`src/rtl/ctimer_pkg.sv`:
```
// Shared constants and types for the compare timer bank.
// Assumes a 3-bit register offset inside each channel slot.
package ctimer_pkg;

    localparam int OFS_W     = 3;
    localparam int EXT_PINS  = 4;
    localparam int DIV_CHOICES = 4;
    localparam int FLAG_W    = 3;

    localparam logic [OFS_W-1:0] REG_CTRL = 3'd0;
    localparam logic [OFS_W-1:0] REG_IEN  = 3'd1;
    localparam logic [OFS_W-1:0] REG_STAT = 3'd2;
    localparam logic [OFS_W-1:0] REG_CNT  = 3'd3;
    localparam logic [OFS_W-1:0] REG_CMPA = 3'd4;
    localparam logic [OFS_W-1:0] REG_CMPB = 3'd5;

    localparam int FLG_OVF = 0;
    localparam int FLG_A   = 1;
    localparam int FLG_B   = 2;

    typedef enum logic [1:0] {
        CLR_NONE = 2'b00,
        CLR_ON_A = 2'b01,
        CLR_ON_B = 2'b10,
        CLR_OFF  = 2'b11
    } clr_sel_e;

    typedef enum logic [1:0] {
        EDGE_RISE  = 2'b00,
        EDGE_FALL  = 2'b01,
        EDGE_BOTH  = 2'b10,
        EDGE_BOTHX = 2'b11
    } edge_sel_e;

endpackage

```
`src/rtl/ctimer_prescale.sv`:
```
// Free-running prescaler producing one-cycle ticks at clk/1, /2, /4, /8 ...
// Assumes ticks are consumed in the same clock domain; tick[0] is always high.
module ctimer_prescale #(
    parameter int STAGES = 3
) (
    input  logic              clk,
    input  logic              rst_n,
    output logic [STAGES:0]   tick
);

    logic [STAGES-1:0] pre_q;

    // Advance the divider chain every cycle.
    always_ff @(posedge clk) begin
        if (!rst_n) pre_q <= '0;
        else        pre_q <= pre_q + 1'b1;
    end

    assign tick[0] = 1'b1;

    generate
        for (genvar i = 1; i <= STAGES; i++) begin : g_tick
            assign tick[i] = &pre_q[i-1:0];
        end
    endgenerate

endmodule

```
`src/rtl/ctimer_edge_sync.sv`:
```
// Two-flop synchronizer for one asynchronous pin plus edge detection.
// Assumes the pin stays at each level for at least two clock cycles.
module ctimer_edge_sync (
    input  logic clk,
    input  logic rst_n,
    input  logic pin,
    output logic rise,
    output logic fall
);

    logic s1_q, s2_q, s3_q;

    // Synchronize the pin and keep one cycle of history.
    always_ff @(posedge clk) begin
        if (!rst_n) begin
            s1_q <= 1'b0;
            s2_q <= 1'b0;
            s3_q <= 1'b0;
        end else begin
            s1_q <= pin;
            s2_q <= s1_q;
            s3_q <= s2_q;
        end
    end

    assign rise = s2_q & ~s3_q;
    assign fall = ~s2_q & s3_q;

endmodule

```
`src/rtl/ctimer_channel.sv`:
```
// One timer channel: source select, counter, two compare registers,
// sticky flags with enables and a level interrupt.
// Assumes writes come one per cycle from the bank decoder.
module ctimer_channel
    import ctimer_pkg::*;
#(
    parameter int CNT_W = 16
) (
    input  logic                    clk,
    input  logic                    rst_n,
    input  logic                    run,
    input  logic [DIV_CHOICES-1:0]  div_tick,
    input  logic [EXT_PINS-1:0]     ext_rise,
    input  logic [EXT_PINS-1:0]     ext_fall,
    input  logic                    wr_en,
    input  logic [OFS_W-1:0]        reg_sel,
    input  logic [CNT_W-1:0]        wdata,
    output logic [CNT_W-1:0]        rd_val,
    output logic                    irq
);

    localparam logic [CNT_W-1:0] CNT_MAX = '1;

    logic [2:0]         src_q;
    edge_sel_e          edge_q;
    clr_sel_e           clr_q;
    logic [FLAG_W-1:0]  ien_q;
    logic [FLAG_W-1:0]  stat_q;
    logic [CNT_W-1:0]   cnt_q;
    logic [CNT_W-1:0]   cmpa_q;
    logic [CNT_W-1:0]   cmpb_q;

    logic               tick;
    logic               advance;
    logic               hit_a, hit_b;
    logic               clear_now;
    logic [FLAG_W-1:0]  events;
    logic               wr_cnt;

    // Pick the count tick from the prescaler or an external pin edge.
    always_comb begin
        if (!src_q[2]) begin
            tick = div_tick[src_q[1:0]];
        end else begin
            unique case (edge_q)
                EDGE_RISE: tick = ext_rise[src_q[1:0]];
                EDGE_FALL: tick = ext_fall[src_q[1:0]];
                default:   tick = ext_rise[src_q[1:0]] | ext_fall[src_q[1:0]];
            endcase
        end
    end

    assign advance   = run & tick;
    assign hit_a     = (cnt_q == cmpa_q);
    assign hit_b     = (cnt_q == cmpb_q);
    assign clear_now = advance & (((clr_q == CLR_ON_A) & hit_a) |
                                  ((clr_q == CLR_ON_B) & hit_b));
    assign wr_cnt    = wr_en & (reg_sel == REG_CNT);

    // Collect the events seen on this tick.
    always_comb begin
        events          = '0;
        events[FLG_OVF] = advance & (cnt_q == CNT_MAX) & ~clear_now;
        events[FLG_A]   = advance & hit_a;
        events[FLG_B]   = advance & hit_b;
    end

    // Control, enable and compare registers written by software.
    always_ff @(posedge clk) begin
        if (!rst_n) begin
            src_q  <= '0;
            edge_q <= EDGE_RISE;
            clr_q  <= CLR_NONE;
            ien_q  <= '0;
            cmpa_q <= '1;
            cmpb_q <= '1;
        end else if (wr_en) begin
            case (reg_sel)
                REG_CTRL: begin
                    src_q  <= wdata[2:0];
                    edge_q <= edge_sel_e'(wdata[4:3]);
                    clr_q  <= clr_sel_e'(wdata[6:5]);
                end
                REG_IEN:  ien_q  <= wdata[FLAG_W-1:0];
                REG_CMPA: cmpa_q <= wdata;
                REG_CMPB: cmpb_q <= wdata;
                default: ;
            endcase
        end
    end

    // Counter: software write first, then compare clear, then increment.
    always_ff @(posedge clk) begin
        if (!rst_n)         cnt_q <= '0;
        else if (wr_cnt)    cnt_q <= wdata;
        else if (clear_now) cnt_q <= '0;
        else if (advance)   cnt_q <= cnt_q + 1'b1;
    end

    // Sticky flags: write-0 clears, a same-cycle event keeps the flag set.
    always_ff @(posedge clk) begin
        if (!rst_n)
            stat_q <= '0;
        else if (wr_en && reg_sel == REG_STAT)
            stat_q <= (stat_q & wdata[FLAG_W-1:0]) | events;
        else
            stat_q <= stat_q | events;
    end

    // Register readback for the bank's read mux.
    always_comb begin
        rd_val = '0;
        case (reg_sel)
            REG_CTRL: rd_val[6:0] = {clr_q, edge_q, src_q};
            REG_IEN:  rd_val[FLAG_W-1:0] = ien_q;
            REG_STAT: rd_val[FLAG_W-1:0] = stat_q;
            REG_CNT:  rd_val = cnt_q;
            REG_CMPA: rd_val = cmpa_q;
            REG_CMPB: rd_val = cmpb_q;
            default:  rd_val = '0;
        endcase
    end

    assign irq = |(stat_q & ien_q);

    // a stopped channel's counter holds unless software writes it.
    p_hold_stopped_r2: assert property (@(posedge clk) disable iff (!rst_n)
        (!run && !wr_cnt) |=> (cnt_q == $past(cnt_q)));

    // a tick at all-ones with no compare clear wraps and flags overflow.
    p_wrap_ovf_r3: assert property (@(posedge clk) disable iff (!rst_n)
        (advance && cnt_q == CNT_MAX && !wr_cnt &&
         !(clr_q == CLR_ON_A && hit_a) && !(clr_q == CLR_ON_B && hit_b))
        |=> (cnt_q == '0 && stat_q[FLG_OVF]));

    // a tick on the selected A match returns the counter to zero.
    p_clear_a_r5: assert property (@(posedge clk) disable iff (!rst_n)
        (advance && clr_q == CLR_ON_A && hit_a && !wr_cnt) |=> (cnt_q == '0));

    // a B match sets its flag even when A is the clear source.
    p_flag_b_r6: assert property (@(posedge clk) disable iff (!rst_n)
        (advance && hit_b) |=> stat_q[FLG_B]);

endmodule

```
`src/rtl/ctimer_bank.sv`:
```
// Bank of compare timer channels with shared prescaler, external clock
// synchronizers, run register and a registered-read register port.
// Assumes NUM_CH <= CNT_W and NUM_CH + 1 slots fit in ADDR_W - 3 bits.
module ctimer_bank
    import ctimer_pkg::*;
#(
    parameter int NUM_CH = 5,
    parameter int CNT_W  = 16,
    parameter int ADDR_W = 6
) (
    input  logic                 clk,
    input  logic                 rst_n,
    input  logic [ADDR_W-1:0]    bus_addr,
    input  logic                 bus_wr,
    input  logic [CNT_W-1:0]     bus_wdata,
    output logic [CNT_W-1:0]     bus_rdata,
    input  logic [EXT_PINS-1:0]  ext_clk,
    output logic [NUM_CH-1:0]    irq
);

    localparam int SLOT_W = ADDR_W - OFS_W;
    localparam int STAGES = DIV_CHOICES - 1;

    logic [SLOT_W-1:0]      slot;
    logic [OFS_W-1:0]       ofs;
    logic [NUM_CH-1:0]      run_q;
    logic [DIV_CHOICES-1:0] div_tick;
    logic [EXT_PINS-1:0]    ext_rise, ext_fall;
    logic [CNT_W-1:0]       ch_rd [NUM_CH];
    logic [CNT_W-1:0]       rd_next;

    assign slot = bus_addr[ADDR_W-1:OFS_W];
    assign ofs  = bus_addr[OFS_W-1:0];

    ctimer_prescale #(.STAGES(STAGES)) u_pre (
        .clk   (clk),
        .rst_n (rst_n),
        .tick  (div_tick)
    );

    generate
        for (genvar p = 0; p < EXT_PINS; p++) begin : g_pin
            ctimer_edge_sync u_sync (
                .clk   (clk),
                .rst_n (rst_n),
                .pin   (ext_clk[p]),
                .rise  (ext_rise[p]),
                .fall  (ext_fall[p])
            );
        end

        for (genvar c = 0; c < NUM_CH; c++) begin : g_ch
            localparam logic [SLOT_W-1:0] MY_SLOT = SLOT_W'(c + 1);
            ctimer_channel #(.CNT_W(CNT_W)) u_ch (
                .clk      (clk),
                .rst_n    (rst_n),
                .run      (run_q[c]),
                .div_tick (div_tick),
                .ext_rise (ext_rise),
                .ext_fall (ext_fall),
                .wr_en    (bus_wr && slot == MY_SLOT),
                .reg_sel  (ofs),
                .wdata    (bus_wdata),
                .rd_val   (ch_rd[c]),
                .irq      (irq[c])
            );

            // with no write, nothing can clear flags or enables.
            p_irq_holds_r4: assert property (@(posedge clk) disable iff (!rst_n)
                (irq[c] && !bus_wr) |=> irq[c]);
        end
    endgenerate

    // Shared run register at slot 0, offset 0.
    always_ff @(posedge clk) begin
        if (!rst_n)
            run_q <= '0;
        else if (bus_wr && slot == '0 && ofs == '0)
            run_q <= bus_wdata[NUM_CH-1:0];
    end

    // Select the addressed register for the read port.
    always_comb begin
        rd_next = '0;
        if (slot == '0 && ofs == '0)
            rd_next[NUM_CH-1:0] = run_q;
        for (int c = 0; c < NUM_CH; c++) begin
            if (slot == SLOT_W'(c + 1))
                rd_next = ch_rd[c];
        end
    end

    // Register the read data one cycle after the address.
    always_ff @(posedge clk) begin
        if (!rst_n) bus_rdata <= '0;
        else        bus_rdata <= rd_next;
    end

    // interrupts are low in the cycle after reset.
    p_reset_quiet_r1: assert property (@(posedge clk)
        (!rst_n) |=> (irq == '0 && bus_rdata == '0));

endmodule

```
`config.mk`:
```
export PLATFORM = sky130hd
export DESIGN_NAME = ctimer_bank
export DESIGN_NICKNAME = d
export VERILOG_FILES = /design/src/rtl/ctimer_pkg.sv /design/src/rtl/ctimer_prescale.sv /design/src/rtl/ctimer_edge_sync.sv /design/src/rtl/ctimer_channel.sv /design/src/rtl/ctimer_bank.sv
export SDC_FILE = /design/constraint.sdc
export NUM_CORES = 1
export LEC_CHECK = 0
export ABC_AREA = 1
export BUFFER_PORTS_ARGS = -buffer_cell sky130_fd_sc_hd__buf_2
export CORE_MARGIN = 4
export CORE_UTILIZATION = 55
export CTS_CLUSTER_DIAMETER = 40
export DETAILED_ROUTE_END_ITERATION = 8
export HOLD_SLACK_MARGIN = 0.03
export PLACE_DENSITY = 0.74
export SLEW_MARGIN = 0
export SYNTH_ARGS = -nofsm -noshare
export SYNTH_HDL_FRONTEND = slang
export SYNTH_HIERARCHICAL = 1
export SYNTH_SLANG_ARGS = --single-unit
```
`constraint.sdc`:
```
create_clock -name clk -period 2.14 [get_ports clk]
set_clock_uncertainty 0.2 [all_clocks]
set_input_delay 0.107 -clock clk [delete_from_list [all_inputs] [get_ports clk]]
set_output_delay 0.107 -clock clk [all_outputs]
set_load 0.005 [all_outputs]
```
==> metrics.cfg, run 1 <==
[run_status]
status = finished clean

[sta]
slew_headroom_pct = 47.1
fin_crit_ns = 2.09
fmax_mhz = 477
tns_ns = 0
drv_slew = 0
grt_setup_unrepaired = yes
fin_ws_ns = 0.0451
setup_viol = 0
fin_crit_sh_pct = 97.9
tightest_slew_ns = 0.793
finalHoldViolations = 0

[critical_path]
ff2ff_path_depth = 11
crit_type = input pin to flip-flop
cp_data_arrival_time_ns = 2.43
cpMostUsedCell = nor2_1
r2r-start = g_ch[2].u_ch/cnt_q[9]
critPathRequiredTime_ns = 2.47
max_stage_delay_ns = 0.57
crit_path_top_delay_cell = dlygate4sd3_1
crit_fanout = 5
crit_path_end_kind = flip-flop
path_cells = dlygate4sd3_1, buf_6, buf_4, nor2_1, nand2_1, buf_4, o22ai_1, a221o_1, nand2_1, nand4_1, nor2_1, nor2_1
ff2ff_setup_slack_ns = 0.07
r2r-end = g_ch[2].u_ch/cnt_q[9]
start_kind = input pin

[logic_synthesis]
synth_edf_count = 0
syn-num-nets = 3328
seq_area_frac_synth_pct = 31.7
synth.distinct_cells = 39
synth_warnings = 6
ys_seq_elements = 341
syn_inst = 3292
syn_avg_cell_area_um2 = 6.53
async_flop_share_pct = 0
synthFlopType = dfxtp_1
syn_area_mm2 = 0.0215

[worst_hold_path]
hold_class = input pin to flip-flop
worstHoldStart = bus_addr[4]
min_to = bus_rdata[15]
hold_depth = 7

[layout]
nets = 3518
final_common_cell = nand2_1
final_cell_mix = nand2_1 (941), inv_1 (463), dfxtp_1 (312)
drive_gt1_share_pct = 19.7
syn_to_final_growth_pct = 21.0
fillCellCount = 3336
stdcell_count = 4049

[route]
vias_per_cell = 5.76
avgRoutedWirePerCell_um = 18.5
drc = 0
ant_nets = 0
route.vias.total = 23300
drt_iter0_drc = 2674
dr.pass1.iters = 8
drt_wl_total_um = 75000

[pwr]
leakage_uw = 0.0117
power_frac_comb_pct = 7.6
power.total_uw = 17500
intPower_uw = 12900
p_switching_uw = 4620
p_per_area_mw_per_mm2 = 672
clock_power_share_pct = 55.4
vdd_ir_drop_max_mv = 0.644
seqPwrFrac_pct = 37.0
swShare_pct = 26.4

[die]
fp.coreArea_mm2 = 0.0386
die-area_mm2 = 0.0423
ios = 50
fp.dieH_um = 206
row_count = 72
die_x_um = 206
initial_utilization_pct = 55.6

[clock_tree]
cts_max_level = 2
root_buffer = clkbuf_16
cts_tree = done
worst_skew_pair.late_latency_ns = 0.61
clock_path_buffers = 3
cts.clk_slew.worst_paths_ns = 0.06
cts_buffers = 57
numClockSinks = 341

[placement]
placed_cells = 3876
place.gp.congestion = 0.997
place_ws_ns = -0.126
dp.final_hpwl_um = 51400
io_buffers = 49

[grt]
grt_use_total_pct = 34.3
antenna_found_initial = 1
grt_first_pass_wirelength_um = 116000
grt_pass1_vias = 21900
overflow = 0
grt_max_degree = 36

[run]
maxCapViolCount = 0

## kinds of logic after synthesis
| group | synth area share (%) |
|---|---|
| buffers and inverters | 12.4 |
| flip-flops | 31.7 |
| AO/OA/AOI/OAI | 19.9 |
| XOR/XNOR | 3.26 |
| AND/OR/NAND/NOR | 32.3 |
| other | 0.0174 |
| adder cells (fa/ha/maj) | 0.407 |
## final cells by class
class	instances	area, um2	share of cell area, %
Clock buffer	64	1550	5.94
Tap cell	518	648	2.49
Multi-Input combinational cell	2294	12300	47.1
Clock inverter	43	482	1.85
Sequential cell	341	6870	26.4
Timing Repair Buffer	260	2240	8.59
Antenna cell	1	2.50	0.00961
Inverter	528	1990	7.63
## synth_stat cells, drive strengths merged, types with 7 or more instances
master     n  area share (%)
o2111ai    9            0.37
nor2     286             6.2
o22ai     30            0.87
dfxtp    341              32
xor2      80             3.3
buf       55             1.8
a221oi     7            0.29
nor3      46             1.4
a221o     16            0.74
nand4     34            0.99
a21oi    223             6.2
o211ai    67             2.3
nand3    203             6.2
nor4       7            0.20
clkbuf    77             1.4
inv      523             9.2
nand2    960              17
o21ai    264             7.0
ha         7            0.41
o221ai    51             2.1
## worst max-delay path: cells and delay by family
| kind | cells | cell delay [ns] |
|---|---|---|
| simple gates | 6 | 0.83 |
| compound gates | 2 | 0.43 |
| buf+inv | 4 | 1.07 |
## per-layer routing
metal	routed length, um	vias up	global-route usage (%)
met1	29800	10800	44.3
li1	-	11000	-
met4	3880	2	17.0
met2	33800	1238	54.9
met3	7490	264	6.48
met5	13	-	0
## through the flow
stage / area [um2] / utilization, % / hold slack [ns]
after floorplan: 21500 / - / 0.000453
after global placement: 23100 / 59.8 / 0.0841
after detailed placement: 23100 / 59.8 / 0.0966
after CTS: 25600 / 66.3 / 0.0385
after global routing: 26000 / 67.4 / 0.0962
final: 26000 / 67.4 / 0.0777
## registers in the layout, summed over array words and instances (netlist names)
register           flops
g_ch.u_ch/clr_q       10
g_ch.u_ch/stat_q      15
g_ch.u_ch/cmpa_q      80
g_pin.u_sync/s3_q      4
g_pin.u_sync/s2_q      4
g_ch.u_ch/ien_q       15
bus_rdata             16
g_ch.u_ch/edge_q      10
u_pre/pre_q            3
run_q                  5
g_pin.u_sync/s1_q      4
g_ch.u_ch/cmpb_q      80
g_ch.u_ch/src_q       15
g_ch.u_ch/cnt_q       80
## timing repair
action                     CTS  global route
hold endpoints to repair   329             0
buffers inserted             4            18
hold buffers                40             0
setup endpoints to repair   83           100
pin swaps                    3            28
resized for setup            7            85
gates cloned                 0             3
## worst max path at each step
| stage | start | endpoint | slack (ns) | cells past startpoint |
|---|---|---|---|---|
| final | bus_addr[0] | bus_rdata[3] | 0.05 | 12 |
| after global routing | g_ch[1].u_ch/cnt_q[0] | g_ch[1].u_ch/cnt_q[14] | -0.03 | 11 |
| after CTS | u_pre/pre_q[0] | g_ch[3].u_ch/cnt_q[1] | 0.001 | 13 |
| after detailed placement | u_pre/pre_q[0] | g_ch[1].u_ch/cnt_q[0] | -0.13 | 13 |
| after global placement | bus_addr[1] | bus_rdata[6] | -0.04 | 10 |
| after floorplan | u_pre/pre_q[0] | g_ch[0].u_ch/cnt_q[14] | 0.10 | 14 |
## power groups by stage
stage	registers (uW)	logic (uW)	clock network, uW
floorplan	6590	622	0
global placement	6600	1180	0
detailed placement	6600	1200	0
CTS	6470	1260	9780
global route	6470	1410	10100
finish	6470	1340	9690
Note: power is estimated with default switching activity, not from simulation.
==> run 2: changes to the inputs <==
Settings changed: RECOVER_POWER from default to 25.
==> metrics.cfg, run 2 (synthesis results as in run 1) <==
[layout]
stdcell_count = 4050
final_cell_mix = nand2_1 (941), inv_1 (464), dfxtp_1 (312)
drive_gt1_share_pct = 19.0
nets = 3518
fillCellCount = 3367
final_common_cell = nand2_1
reg_top3 = g_ch.u_ch/cmpa_q x80, g_ch.u_ch/cmpb_q x80, g_ch.u_ch/cnt_q x80
syn_to_final_growth_pct = 20.6

[grt]
grt_max_degree = 36
grt_first_pass_wirelength_um = 116000
overflow = 0
grt_use_total_pct = 34.3
antenna_found_initial = 1
grt_pass1_vias = 21900

[sta]
finalHoldViolations = 0
fin_ws_ns = 0.0209
setup_viol = 0
fin_crit_ns = 2.12
slew_headroom_pct = 48.2
grt_setup_unrepaired = yes
tightest_slew_ns = 0.777
fmax_mhz = 472
fin_crit_sh_pct = 99.0
drv_slew = 0

[route]
vias_per_cell = 5.76
ant_nets = 0
avgRoutedWirePerCell_um = 18.5
drc = 0
route.vias.total = 23300
dr.pass1.iters = 7
drt_wl_total_um = 74800
drt_iter0_drc = 2708

[critical_path]
start_kind = input pin
crit_type = input pin to flip-flop
r2r-end = g_ch[1].u_ch/cnt_q[14]
path_cells = dlygate4sd3_1, buf_6, buf_4, nor2_1, nand2_1, buf_4, o22ai_1, a221o_1, nand2_1, nand4_1, nor2_1, nor2_1
crit_fanout = 5
r2r-start = g_ch[1].u_ch/cnt_q[0]
crit_path_top_delay_cell = dlygate4sd3_1
critPathRequiredTime_ns = 2.47
max_stage_delay_ns = 0.57
cpMostUsedCell = nor2_1
cp_data_arrival_time_ns = 2.45
ff2ff_setup_slack_ns = 0.07
crit_path_end_kind = flip-flop
ff2ff_path_depth = 11

[clock_tree]
worst_skew_pair.late_latency_ns = 0.61
root_buffer = clkbuf_16
cts_buffers = 57
numClockSinks = 341
clock_path_buffers = 3
cts.clk_slew.worst_paths_ns = 0.06
cts_max_level = 2
cts_tree = done

[run_status]
status = finished clean

[placement]
placed_cells = 3876
dp.final_hpwl_um = 51400
place.gp.congestion = 0.997
io_buffers = 49
place_ws_ns = -0.126

[pwr]
leakage_uw = 0.0116
p_per_area_mw_per_mm2 = 675
vdd_ir_drop_max_mv = 0.649

[die]
fp.coreArea_mm2 = 0.0386
ios = 50
fp.dieH_um = 206
row_count = 72
initial_utilization_pct = 55.6
die_x_um = 206
die-area_mm2 = 0.0423

[worst_hold_path]
min_to = bus_rdata[6]
worstHoldStart = bus_addr[3]
hold_depth = 7
hold_class = input pin to flip-flop

[run]
maxCapViolCount = 0

[run 2: changes by cell type in the layout (fill, tap and decap cells not counted), moves of 2 or more]
cell      before  now
clkbuf_1       0   19
buf_12        23   20
clkbuf_2       0    4
o21ai_1       22   19
o21ai_0      190  193
buf_4        147  137
buf_2         46   34
nor2_1       229  231
[run 2: worst max-delay path by stage]
stage / from / endpoint / cells after the start
finish: bus_addr[0] / bus_rdata[3] / 12
CTS: u_pre/pre_q[0] / g_ch[3].u_ch/cnt_q[1] / 13
detailed placement: u_pre/pre_q[0] / g_ch[1].u_ch/cnt_q[0] / 13
floorplan: u_pre/pre_q[0] / g_ch[0].u_ch/cnt_q[14] / 14
global route: g_ch[1].u_ch/cnt_q[0] / g_ch[1].u_ch/cnt_q[14] / 11
global placement: bus_addr[1] / bus_rdata[6] / 10
[run 2: critical path: cells and delay by family]
kind	cells	cell delay (ns)
simple gates	6	0.82
buf+inv	4	1.07
compound gates	2	0.44
[run 2: layer usage]
layer | track usage [%] | routed length [um] | up-vias
li1 | - | - | 11000
met1 | 44.3 | 29700 | 10700
met2 | 54.9 | 33800 | 1267
met3 | 6.48 | 7360 | 278
met4 | 17.0 | 3950 | 2
met5 | 0 | 13 | -
[run 2: timing repair]
action | 4_1_cts | 5_1_grt
pin swaps | 3 | 28
endpoints found under the setup margin | 83 | 100
hold buffers | 40 | 0
gates cloned | 0 | 3
buffers inserted | 4 | 18
hold endpoints to repair | 329 | 0
resized for setup | 7 | 85
[run 2: final cells by class]
cell class                      count  area [um2]  share of cell area [%]
Antenna cell                        2        5.00                  0.0193
Clock buffer                       64        1550                    5.96
Clock inverter                     43         482                    1.86
Inverter                          528        1990                    7.66
Multi-Input combinational cell   2294       12200                    47.2
Sequential cell                   341        6870                    26.5
Tap cell                          518         648                    2.50
Timing Repair Buffer              260        2150                    8.30
[run 2: through the flow]
step / instance area (um2) / hold slack (ns) / total power (uW) / util (%) / TNS, ns
finish: 25900 / 0.0928 / 17500 / 67.1 / 0
global route: 25900 / 0.0964 / 18000 / 67.1 / -0.0850
CTS: 25600 / 0.0385 / 17500 / 66.3 / 0
detailed placement: 23100 / 0.0966 / 7800 / 59.8 / -3.08
global placement: 23100 / 0.0841 / 7780 / 59.8 / -0.203
floorplan: 21500 / 0.000453 / 7210 / - / 0
[run 2: power by group]
| part | leakage (uW) | switching [uW] | internal (uW) | total, uW |
|---|---|---|---|---|
| Sequential | 0.00277 | 49.1 | 6420 | 6470 |
| Clock | 0.000975 | 3670 | 6020 | 9700 |
| Combinational | 0.00787 | 899 | 426 | 1330 |
| Total | 0.0116 | 4620 | 12900 | 17500 |
